### src/rtl/pcm_pkg.sv
package pcm_pkg;

  localparam logic [6:0] ALERT_ADDR = 7'h0C;

  typedef enum logic [2:0] {
    ENG_NONE    = 3'd0,
    ENG_START   = 3'd1,
    ENG_RESTART = 3'd2,
    ENG_STOP    = 3'd3,
    ENG_WRITE   = 3'd4,
    ENG_READ    = 3'd5,
    ENG_ACK     = 3'd6
  } engCmd_e;

  typedef enum logic [2:0] {
    TX_ADDRW, TX_ADDRR, TX_CMD, TX_CNT, TX_DATA
  } txSel_e;

  // Strobes from control to datapath
  typedef struct packed {
    logic   loadCfg;
    logic   crcTx;
    logic   crcRx;
    logic   incIdx;
    logic   clrIdx;
    logic   storeCnt;
    logic   storeData;
    logic   setNack;
    logic   setCnt;
    logic   setPec;
    txSel_e txSel;
  } strobe_t;

  // CRC-8, polynomial x^8+x^2+x+1, one byte per call
  function automatic logic [7:0] crc8Step(input logic [7:0] crc, input logic [7:0] din);
    logic [7:0] c;
    c = crc ^ din;
    for (int i = 0; i < 8; i++) begin
      c = c[7] ? ((c << 1) ^ 8'h07) : (c << 1);
    end
    return c;
  endfunction

endpackage

### src/rtl/pcm_datapath.sv
module pcm_datapath
  import pcm_pkg::*;
#(
  parameter int DEPTH = 32,
  localparam int IDX_W = $clog2(DEPTH),
  localparam int CNT_W = $clog2(DEPTH + 1)
) (
  input  logic             clk,
  input  logic             rstN,
  input  strobe_t          stb,
  input  logic             busy,
  input  logic [6:0]       cfgAddr,
  input  logic [7:0]       cfgCommand,
  input  logic [CNT_W-1:0] cfgCount,
  input  logic             cfgPecEn,
  input  logic             wdWrite,
  input  logic [IDX_W-1:0] wdIndex,
  input  logic [7:0]       wdData,
  input  logic [IDX_W-1:0] rxIndex,
  input  logic [7:0]       engRxByte,
  input  logic             alertIn,
  output logic [7:0]       txByte,
  output logic [7:0]       rxData,
  output logic [CNT_W-1:0] rxCount,
  output logic             nackErr,
  output logic             pecErr,
  output logic             cntErr,
  output logic             alertIrq,
  output logic             alertMode,
  output logic             pecOn,
  output logic             wrZero,
  output logic             wrLast,
  output logic             rxLast,
  output logic             cntBad,
  output logic             crcZero
);

  logic [7:0]       wrBuf [DEPTH];
  logic [7:0]       rxBuf [DEPTH];
  logic [6:0]       addrR;
  logic [7:0]       cmdR;
  logic [CNT_W-1:0] wrCnt;
  logic [CNT_W-1:0] idx;
  logic [7:0]       crc;
  logic             alertQ;

  always_comb begin
    unique case (stb.txSel)
      TX_ADDRW: txByte = {addrR, 1'b0};
      TX_ADDRR: txByte = {addrR, 1'b1};
      TX_CMD:   txByte = cmdR;
      TX_CNT:   txByte = 8'(wrCnt);
      default:  txByte = wrBuf[idx[IDX_W-1:0]];
    endcase
  end

  assign rxData  = rxBuf[rxIndex];
  assign wrZero  = (wrCnt == '0);
  assign wrLast  = (CNT_W'(idx + 1'b1) == wrCnt);
  assign rxLast  = (CNT_W'(idx + 1'b1) == rxCount);
  assign cntBad  = (engRxByte == 8'd0) || (engRxByte > 8'(DEPTH));
  assign crcZero = (crc == 8'd0);

  always_ff @(posedge clk) begin
    if (wdWrite && !busy) wrBuf[wdIndex] <= wdData;
    if (stb.storeData) rxBuf[idx[IDX_W-1:0]] <= engRxByte;
  end

  always_ff @(posedge clk) begin
    if (!rstN) begin
      addrR <= '0; cmdR <= '0; wrCnt <= '0; idx <= '0; crc <= '0;
      rxCount <= '0; alertMode <= 1'b0; pecOn <= 1'b0;
      nackErr <= 1'b0; pecErr <= 1'b0; cntErr <= 1'b0;
      alertQ <= 1'b0; alertIrq <= 1'b0;
    end else begin
      alertQ   <= alertIn;
      alertIrq <= alertIn && !alertQ;
      if (stb.loadCfg) begin
        addrR     <= cfgAddr;
        cmdR      <= cfgCommand;
        wrCnt     <= cfgCount;
        alertMode <= (cfgAddr == ALERT_ADDR);
        pecOn     <= cfgPecEn && (cfgAddr != ALERT_ADDR);
        idx       <= '0;
        rxCount   <= '0;
        crc       <= '0;
        nackErr   <= 1'b0;
        pecErr    <= 1'b0;
        cntErr    <= 1'b0;
      end else begin
        if (stb.crcTx)      crc <= crc8Step(crc, txByte);
        else if (stb.crcRx) crc <= crc8Step(crc, engRxByte);
        if (stb.clrIdx)      idx <= '0;
        else if (stb.incIdx) idx <= idx + 1'b1;
        if (stb.storeCnt) rxCount <= CNT_W'(engRxByte);
        if (stb.storeData && alertMode) rxCount <= CNT_W'(1);
        if (stb.setNack) nackErr <= 1'b1;
        if (stb.setCnt)  cntErr  <= 1'b1;
        if (stb.setPec)  pecErr  <= 1'b1;
      end
    end
  end

endmodule

### src/rtl/pcm_ctrl.sv
module pcm_ctrl
  import pcm_pkg::*;
(
  input  logic       clk,
  input  logic       rstN,
  input  logic       cfgWrite,
  input  logic [6:0] cfgAddr,
  input  logic       cfgProcCall,
  input  logic       engDone,
  input  logic       engAckIn,
  input  logic       alertMode,
  input  logic       pecOn,
  input  logic       wrZero,
  input  logic       wrLast,
  input  logic       rxLast,
  input  logic       cntBad,
  input  logic       crcZero,
  output strobe_t    stb,
  output logic       engCmdValid,
  output logic [2:0] engCmd,
  output logic       engAckOut,
  output logic       busy,
  output logic       eomIrq
);

  typedef enum logic [3:0] {
    S_IDLE, S_START, S_WADDR, S_WCMD, S_WCNT, S_WDATA, S_RSTART,
    S_RADDR, S_RCNT, S_RDATA, S_RPEC, S_ALRD, S_ACKO, S_STOP
  } state_e;

  state_e  state, nextState, afterAck, afterAckN;
  engCmd_e cmdC;
  logic    waiting, ackBit, ackBitN, chkPec, chkPecN;
  logic    issue, doneHere;

  assign issue       = (state != S_IDLE) && !waiting;
  assign doneHere    = waiting && engDone;
  assign busy        = (state != S_IDLE);
  assign engCmdValid = issue && (cmdC != ENG_NONE);
  assign engCmd      = cmdC;
  assign engAckOut   = ackBit;

  always_comb begin
    stb       = '0;
    stb.txSel = TX_DATA;
    nextState = state;
    afterAckN = afterAck;
    ackBitN   = ackBit;
    chkPecN   = chkPec;
    cmdC      = ENG_NONE;
    unique case (state)
      S_IDLE: if (cfgWrite && (cfgProcCall || cfgAddr == ALERT_ADDR)) begin
        stb.loadCfg = 1'b1;
        chkPecN     = 1'b0;
        nextState   = S_START;
      end
      S_START: begin
        cmdC = ENG_START;
        if (doneHere) nextState = alertMode ? S_RADDR : S_WADDR;
      end
      S_WADDR, S_WCMD, S_WCNT, S_WDATA, S_RADDR: begin
        cmdC      = ENG_WRITE;
        stb.crcTx = issue;
        unique case (state)
          S_WADDR: stb.txSel = TX_ADDRW;
          S_WCMD:  stb.txSel = TX_CMD;
          S_WCNT:  stb.txSel = TX_CNT;
          S_RADDR: stb.txSel = TX_ADDRR;
          default: stb.txSel = TX_DATA;
        endcase
        if (doneHere) begin
          if (!engAckIn) begin
            stb.setNack = 1'b1;
            nextState   = S_STOP;
          end else begin
            unique case (state)
              S_WADDR: nextState = S_WCMD;
              S_WCMD:  nextState = S_WCNT;
              S_WCNT:  nextState = wrZero ? S_RSTART : S_WDATA;
              S_RADDR: nextState = alertMode ? S_ALRD : S_RCNT;
              default: begin
                stb.incIdx = 1'b1;
                nextState  = wrLast ? S_RSTART : S_WDATA;
              end
            endcase
          end
        end
      end
      S_RSTART: begin
        cmdC = ENG_RESTART;
        if (doneHere) begin
          stb.clrIdx = 1'b1;
          nextState  = S_RADDR;
        end
      end
      S_RCNT, S_RDATA, S_RPEC, S_ALRD: begin
        cmdC = ENG_READ;
        if (doneHere) begin
          nextState = S_ACKO;
          stb.crcRx = (state != S_ALRD);
          ackBitN   = 1'b1;
          afterAckN = S_STOP;
          unique case (state)
            S_RCNT: begin
              if (cntBad) begin
                stb.setCnt = 1'b1;
                ackBitN    = 1'b0;
              end else begin
                stb.storeCnt = 1'b1;
                afterAckN    = S_RDATA;
              end
            end
            S_RDATA: begin
              stb.storeData = 1'b1;
              stb.incIdx    = 1'b1;
              if (!rxLast)    afterAckN = S_RDATA;
              else if (pecOn) afterAckN = S_RPEC;
              else            ackBitN   = 1'b0;
            end
            S_RPEC: begin
              ackBitN = 1'b0;
              chkPecN = 1'b1;
            end
            default: begin
              stb.storeData = 1'b1;
              ackBitN       = 1'b0;
            end
          endcase
        end
      end
      S_ACKO: begin
        cmdC = ENG_ACK;
        if (doneHere) begin
          stb.setPec = chkPec && !crcZero;
          chkPecN    = 1'b0;
          nextState  = afterAck;
        end
      end
      default: begin
        cmdC = ENG_STOP;
        if (doneHere) nextState = S_IDLE;
      end
    endcase
  end

  always_ff @(posedge clk) begin
    if (!rstN) begin
      state    <= S_IDLE;
      afterAck <= S_IDLE;
      waiting  <= 1'b0;
      ackBit   <= 1'b0;
      chkPec   <= 1'b0;
      eomIrq   <= 1'b0;
    end else begin
      state    <= nextState;
      afterAck <= afterAckN;
      ackBit   <= ackBitN;
      chkPec   <= chkPecN;
      eomIrq   <= (state == S_STOP) && doneHere;
      if (issue)         waiting <= 1'b1;
      else if (doneHere) waiting <= 1'b0;
    end
  end

endmodule

### src/rtl/smbus_pcall_master.sv
module smbus_pcall_master
  import pcm_pkg::*;
#(
  parameter int DEPTH = 32,
  localparam int IDX_W = $clog2(DEPTH),
  localparam int CNT_W = $clog2(DEPTH + 1)
) (
  input  logic             clk,
  input  logic             rstN,
  input  logic             cfgWrite,
  input  logic [6:0]       cfgAddr,
  input  logic [7:0]       cfgCommand,
  input  logic [CNT_W-1:0] cfgCount,
  input  logic             cfgProcCall,
  input  logic             cfgPecEn,
  input  logic             wdWrite,
  input  logic [IDX_W-1:0] wdIndex,
  input  logic [7:0]       wdData,
  input  logic [IDX_W-1:0] rxIndex,
  output logic [7:0]       rxData,
  output logic [CNT_W-1:0] rxCount,
  output logic             busy,
  output logic             eomIrq,
  output logic             nackErr,
  output logic             pecErr,
  output logic             cntErr,
  input  logic             alertIn,
  output logic             alertIrq,
  output logic             engCmdValid,
  output logic [2:0]       engCmd,
  output logic [7:0]       engTxByte,
  output logic             engAckOut,
  input  logic             engDone,
  input  logic             engAckIn,
  input  logic [7:0]       engRxByte
);

  strobe_t stb;
  logic alertMode, pecOn, wrZero, wrLast, rxLast, cntBad, crcZero;

  pcm_ctrl u_ctrl (
    .clk(clk), .rstN(rstN), .cfgWrite(cfgWrite), .cfgAddr(cfgAddr),
    .cfgProcCall(cfgProcCall), .engDone(engDone), .engAckIn(engAckIn),
    .alertMode(alertMode), .pecOn(pecOn), .wrZero(wrZero), .wrLast(wrLast),
    .rxLast(rxLast), .cntBad(cntBad), .crcZero(crcZero), .stb(stb),
    .engCmdValid(engCmdValid), .engCmd(engCmd), .engAckOut(engAckOut),
    .busy(busy), .eomIrq(eomIrq)
  );

  pcm_datapath #(.DEPTH(DEPTH)) u_data (
    .clk(clk), .rstN(rstN), .stb(stb), .busy(busy), .cfgAddr(cfgAddr),
    .cfgCommand(cfgCommand), .cfgCount(cfgCount), .cfgPecEn(cfgPecEn),
    .wdWrite(wdWrite), .wdIndex(wdIndex), .wdData(wdData), .rxIndex(rxIndex),
    .engRxByte(engRxByte), .alertIn(alertIn), .txByte(engTxByte),
    .rxData(rxData), .rxCount(rxCount), .nackErr(nackErr), .pecErr(pecErr),
    .cntErr(cntErr), .alertIrq(alertIrq), .alertMode(alertMode), .pecOn(pecOn),
    .wrZero(wrZero), .wrLast(wrLast), .rxLast(rxLast), .cntBad(cntBad),
    .crcZero(crcZero)
  );

endmodule

### config.mk
export PLATFORM = sky130hd
export DESIGN_NAME = smbus_pcall_master
export DESIGN_NICKNAME = d
export VERILOG_FILES = /design/src/rtl/pcm_pkg.sv /design/src/rtl/pcm_datapath.sv /design/src/rtl/pcm_ctrl.sv /design/src/rtl/smbus_pcall_master.sv
export SDC_FILE = /design/constraint.sdc
export NUM_CORES = 1
export LEC_CHECK = 0
export BUFFER_PORTS_ARGS = -buffer_cell sky130_fd_sc_hd__buf_2
export CAP_MARGIN = 25
export CORE_ASPECT_RATIO = 0.6
export CORE_MARGIN = 4
export CORE_UTILIZATION = 55
export CTS_CLUSTER_DIAMETER = 150
export DETAILED_ROUTE_END_ITERATION = 8
export MAX_ROUTING_LAYER = met4
export PLACE_DENSITY_LB_ADDON = 0.2
export SLEW_MARGIN = 5
export SYNTH_ARGS = -nofsm -noshare
export SYNTH_HDL_FRONTEND = slang
export SYNTH_SLANG_ARGS = --single-unit
### constraint.sdc
create_clock -name clk -period 4.7 [get_ports clk]
set_input_delay 0.94 -clock clk [delete_from_list [all_inputs] [get_ports clk]]
set_output_delay 0.94 -clock clk [all_outputs]
set_load 0.02 [all_outputs]
==> impl_metrics.toml <==
[grt]
grt-ovfl-total = 0
antenna_found_initial = 1
grt_pass1_wl_mm = 84.2
grtUsageTotal = 0.251
grt_max_degree = 39
grt_pass1_vias = 12800

[status]
outcome = "complete, no violations"

[critical_path]
worstPathArrival_ps = 3550
crit_chain = "buf_4 -> mux4_2 -> mux2i_1 -> a22oi_1 -> a31oi_4 -> inv_1 -> buf_2"
max_stage_delay_ps = 540
critPathSlowestCell = "buf_4"
reg2reg_slack_ps = 830
crit_type = "flop to output port"
reg2reg_to = "u_data.crc[2]"
cp-start-kind = "flop"
path_max_fanout = 37
end_kind = "output port"
reg2regPathDepth = 9
required_ps = 3760

[sta]
setup_violations = 0
fin_skew_ps = 19.9
clock.fmax_mhz = 223
tns_ps = 0
finalCriticalPeriod_ps = 4490
finalHoldViolations = 0
relSlewSlack = 0.294
finalMaxSlewViolations = 0
fin_ws_ps = 207
tightest_slew_ps = 1060
finalCritPeriodShare = 0.956
rsz0062_at_grt = "false"

[routing]
vias = 13000
routed_wl_mm = 56.4
drc_errors = 0
dr.pass1.iters = 5
wl_per_cell_um = 27.3
first_iter_violations = 1804
drtAntennaViolNets = 0
avgViaCountPerCell = 6.28

[yosys]
dominantRegCellSynth = "edfxtp_1"
syn_area_um2 = 23800
synth_nets = 1390
ys_seq_elements = 577
netlist-cell-type-count = 74
synthCells = 1330
synth_edf_count = 512
synth-seq-area-share = 0.701
synth_warnings = 0
async_reset_ff_frac = 0
synth.avg_cell_area_um2 = 17.9

[layout]
drive_gt1_frac = 0.249
antenna_cells = 0
finalNetCount = 1518
syn_to_final_growth_pct = 12.4
final_util = 0.632

[power_and_ir_drop]
total_power_uw = 12100
ir_drop_uv = 309
power_density_nw_per_um2 = 453
p_leak_uw = 0.00867

[die]
fp.coreArea_um2 = 42300
die_w_um = 276
io_pins = 89
core.rowCount = 58
die_area_um2 = 46700
initial_core_util = 0.562
die_h_um = 169

[clocking]
clock_path_buffers = 3
clockRootBuffer = "clkbuf_16"
cts_hold_buffers = 0
clkLatencyLatePin_ps = 590
cts_repair_resize_count = 0
cts_tree = "done"
cts_setup_buffers = 0
h-tree-depth = 2
clk_pin_slew_worst_paths_ps = 60
cts_made_buffers = 50
cts.sinks = 577

[min_path]
hold_depth = 1
hp-start = "u_data.alertQ"
min_to = "u_data.alertIrq"
min_path_type = "flop to flop"

[placed_design]
place_ws_ps = 658
port_buffers = 88
hpwl_mm = 37.9
gp_congestion = 0.883

[flow_run]
max_cap_viol_count = 0
## synthesized netlist by cell type (10+ instances only)
| cell type | n | area, µm² |
|---|---|---|
| mux4_1 | 15 | 394 |
| a21oi_1 | 17 | 85.1 |
| inv_1 | 13 | 48.8 |
| buf_1 | 19 | 71.3 |
| xnor2_1 | 41 | 359 |
| o21ai_0 | 10 | 50.1 |
| dfxtp_1 | 65 | 1300 |
| mux4_2 | 130 | 2930 |
| a22oi_1 | 11 | 82.6 |
| clkbuf_1 | 31 | 116 |
| nand3_1 | 17 | 85.1 |
| nand2_1 | 93 | 349 |
| edfxtp_1 | 512 | 15400 |
| nor2_1 | 115 | 432 |
| xor2_1 | 22 | 193 |
| a21boi_0 | 25 | 188 |
| mux2i_1 | 33 | 330 |
## worst max-delay path by stage
stage,startpoint,end,slack (ps),depth (start not counted)
after CTS,flop,engTxByte[1],200,8
after floorplan,rxIndex[0],rxData[0],570,5
final,flop,engTxByte[5],210,7
after global routing,flop,engTxByte[1],70,8
after global placement,rxIndex[0],rxData[0],660,6
after detailed placement,rxIndex[0],rxData[2],660,6
## logic make-up after synthesis
family,synth area share
xor+xnor,0.0281
flops,0.701
fa+ha+maj,0.00211
compound gates,0.0360
buf+inv,0.0171
simple gates,0.0574
mux,0.158
## routing by layer
metal	share of wire	track usage	vias up
met4	0.011	0.0391	0
li1	-	-	5543
met1	0.45	0.393	6691
met5	0	-	-
met2	0.40	0.317	664
met3	0.13	0.0946	66
## per-stage QoR
| stage | std cells | hold slack [ps] | instance area [µm²] |
|---|---|---|---|
| 6_report | 2065 | 382 | 26700 |
| 5_1_grt | 2065 | 391 | 26700 |
| 4_1_cts | 2062 | 383 | 26700 |
| 3_5_place_dp | 1973 | 373 | 25000 |
| 3_3_place_gp | 1973 | 375 | 25000 |
| 2_1_floorplan | 1330 | 367 | 23800 |
## where the power goes
group	internal, µW	switching (µW)
clock	2460	1860
sequential	5690	114
combinational	789	1190
## layout by cell type, fill, tap and decap left out, types with 33 or more instances in the layout
cell       synthesis  final
nand2_1           93     93
buf_4              3     54
mux4_2           130    130
dfxtp_1           65     63
buf_2              9     87
xnor2_1           41     41
nor2_1           115    115
edfxtp_1         512    512
clkbuf_16          0     50
mux2i_1           33     33
## final cells by class
class,instances,area [µm²]
clock buffers,57,1280
well taps,570,713
fillers,2943,15600
flip-flops and latches,577,16700
inverters,14,52.6
clock inverters,32,422
multi-input cells,671,6690
repair buffers,144,892
## flip-flops by register name, indices dropped and copies added (netlist names), named ones only
name / flops
u_data.rxBuf: 256
u_data.wrBuf: 256
u_data.cmdR: 8
u_data.crc: 8
u_data.addrR: 7
u_data.idx: 6
u_data.rxCount: 6
u_data.wrCnt: 6
u_ctrl.afterAck: 4
u_ctrl.state: 4
u_ctrl.chkPec: 1
u_ctrl.engAckOut: 1
u_ctrl.eomIrq: 1
u_ctrl.waiting: 1
u_data.alertIrq: 1
u_data.alertMode: 1
u_data.alertQ: 1
u_data.cntErr: 1
u_data.nackErr: 1
u_data.pecErr: 1
u_data.pecOn: 1
## worst max-delay path: cells and delay by family, from the launching register on
kind / cells / cell delay (ps)
flops: 1 / 520
compound gates: 2 / 690
mux: 2 / 930
buf+inv: 3 / 790
Power figures use the tool's default switching activity.
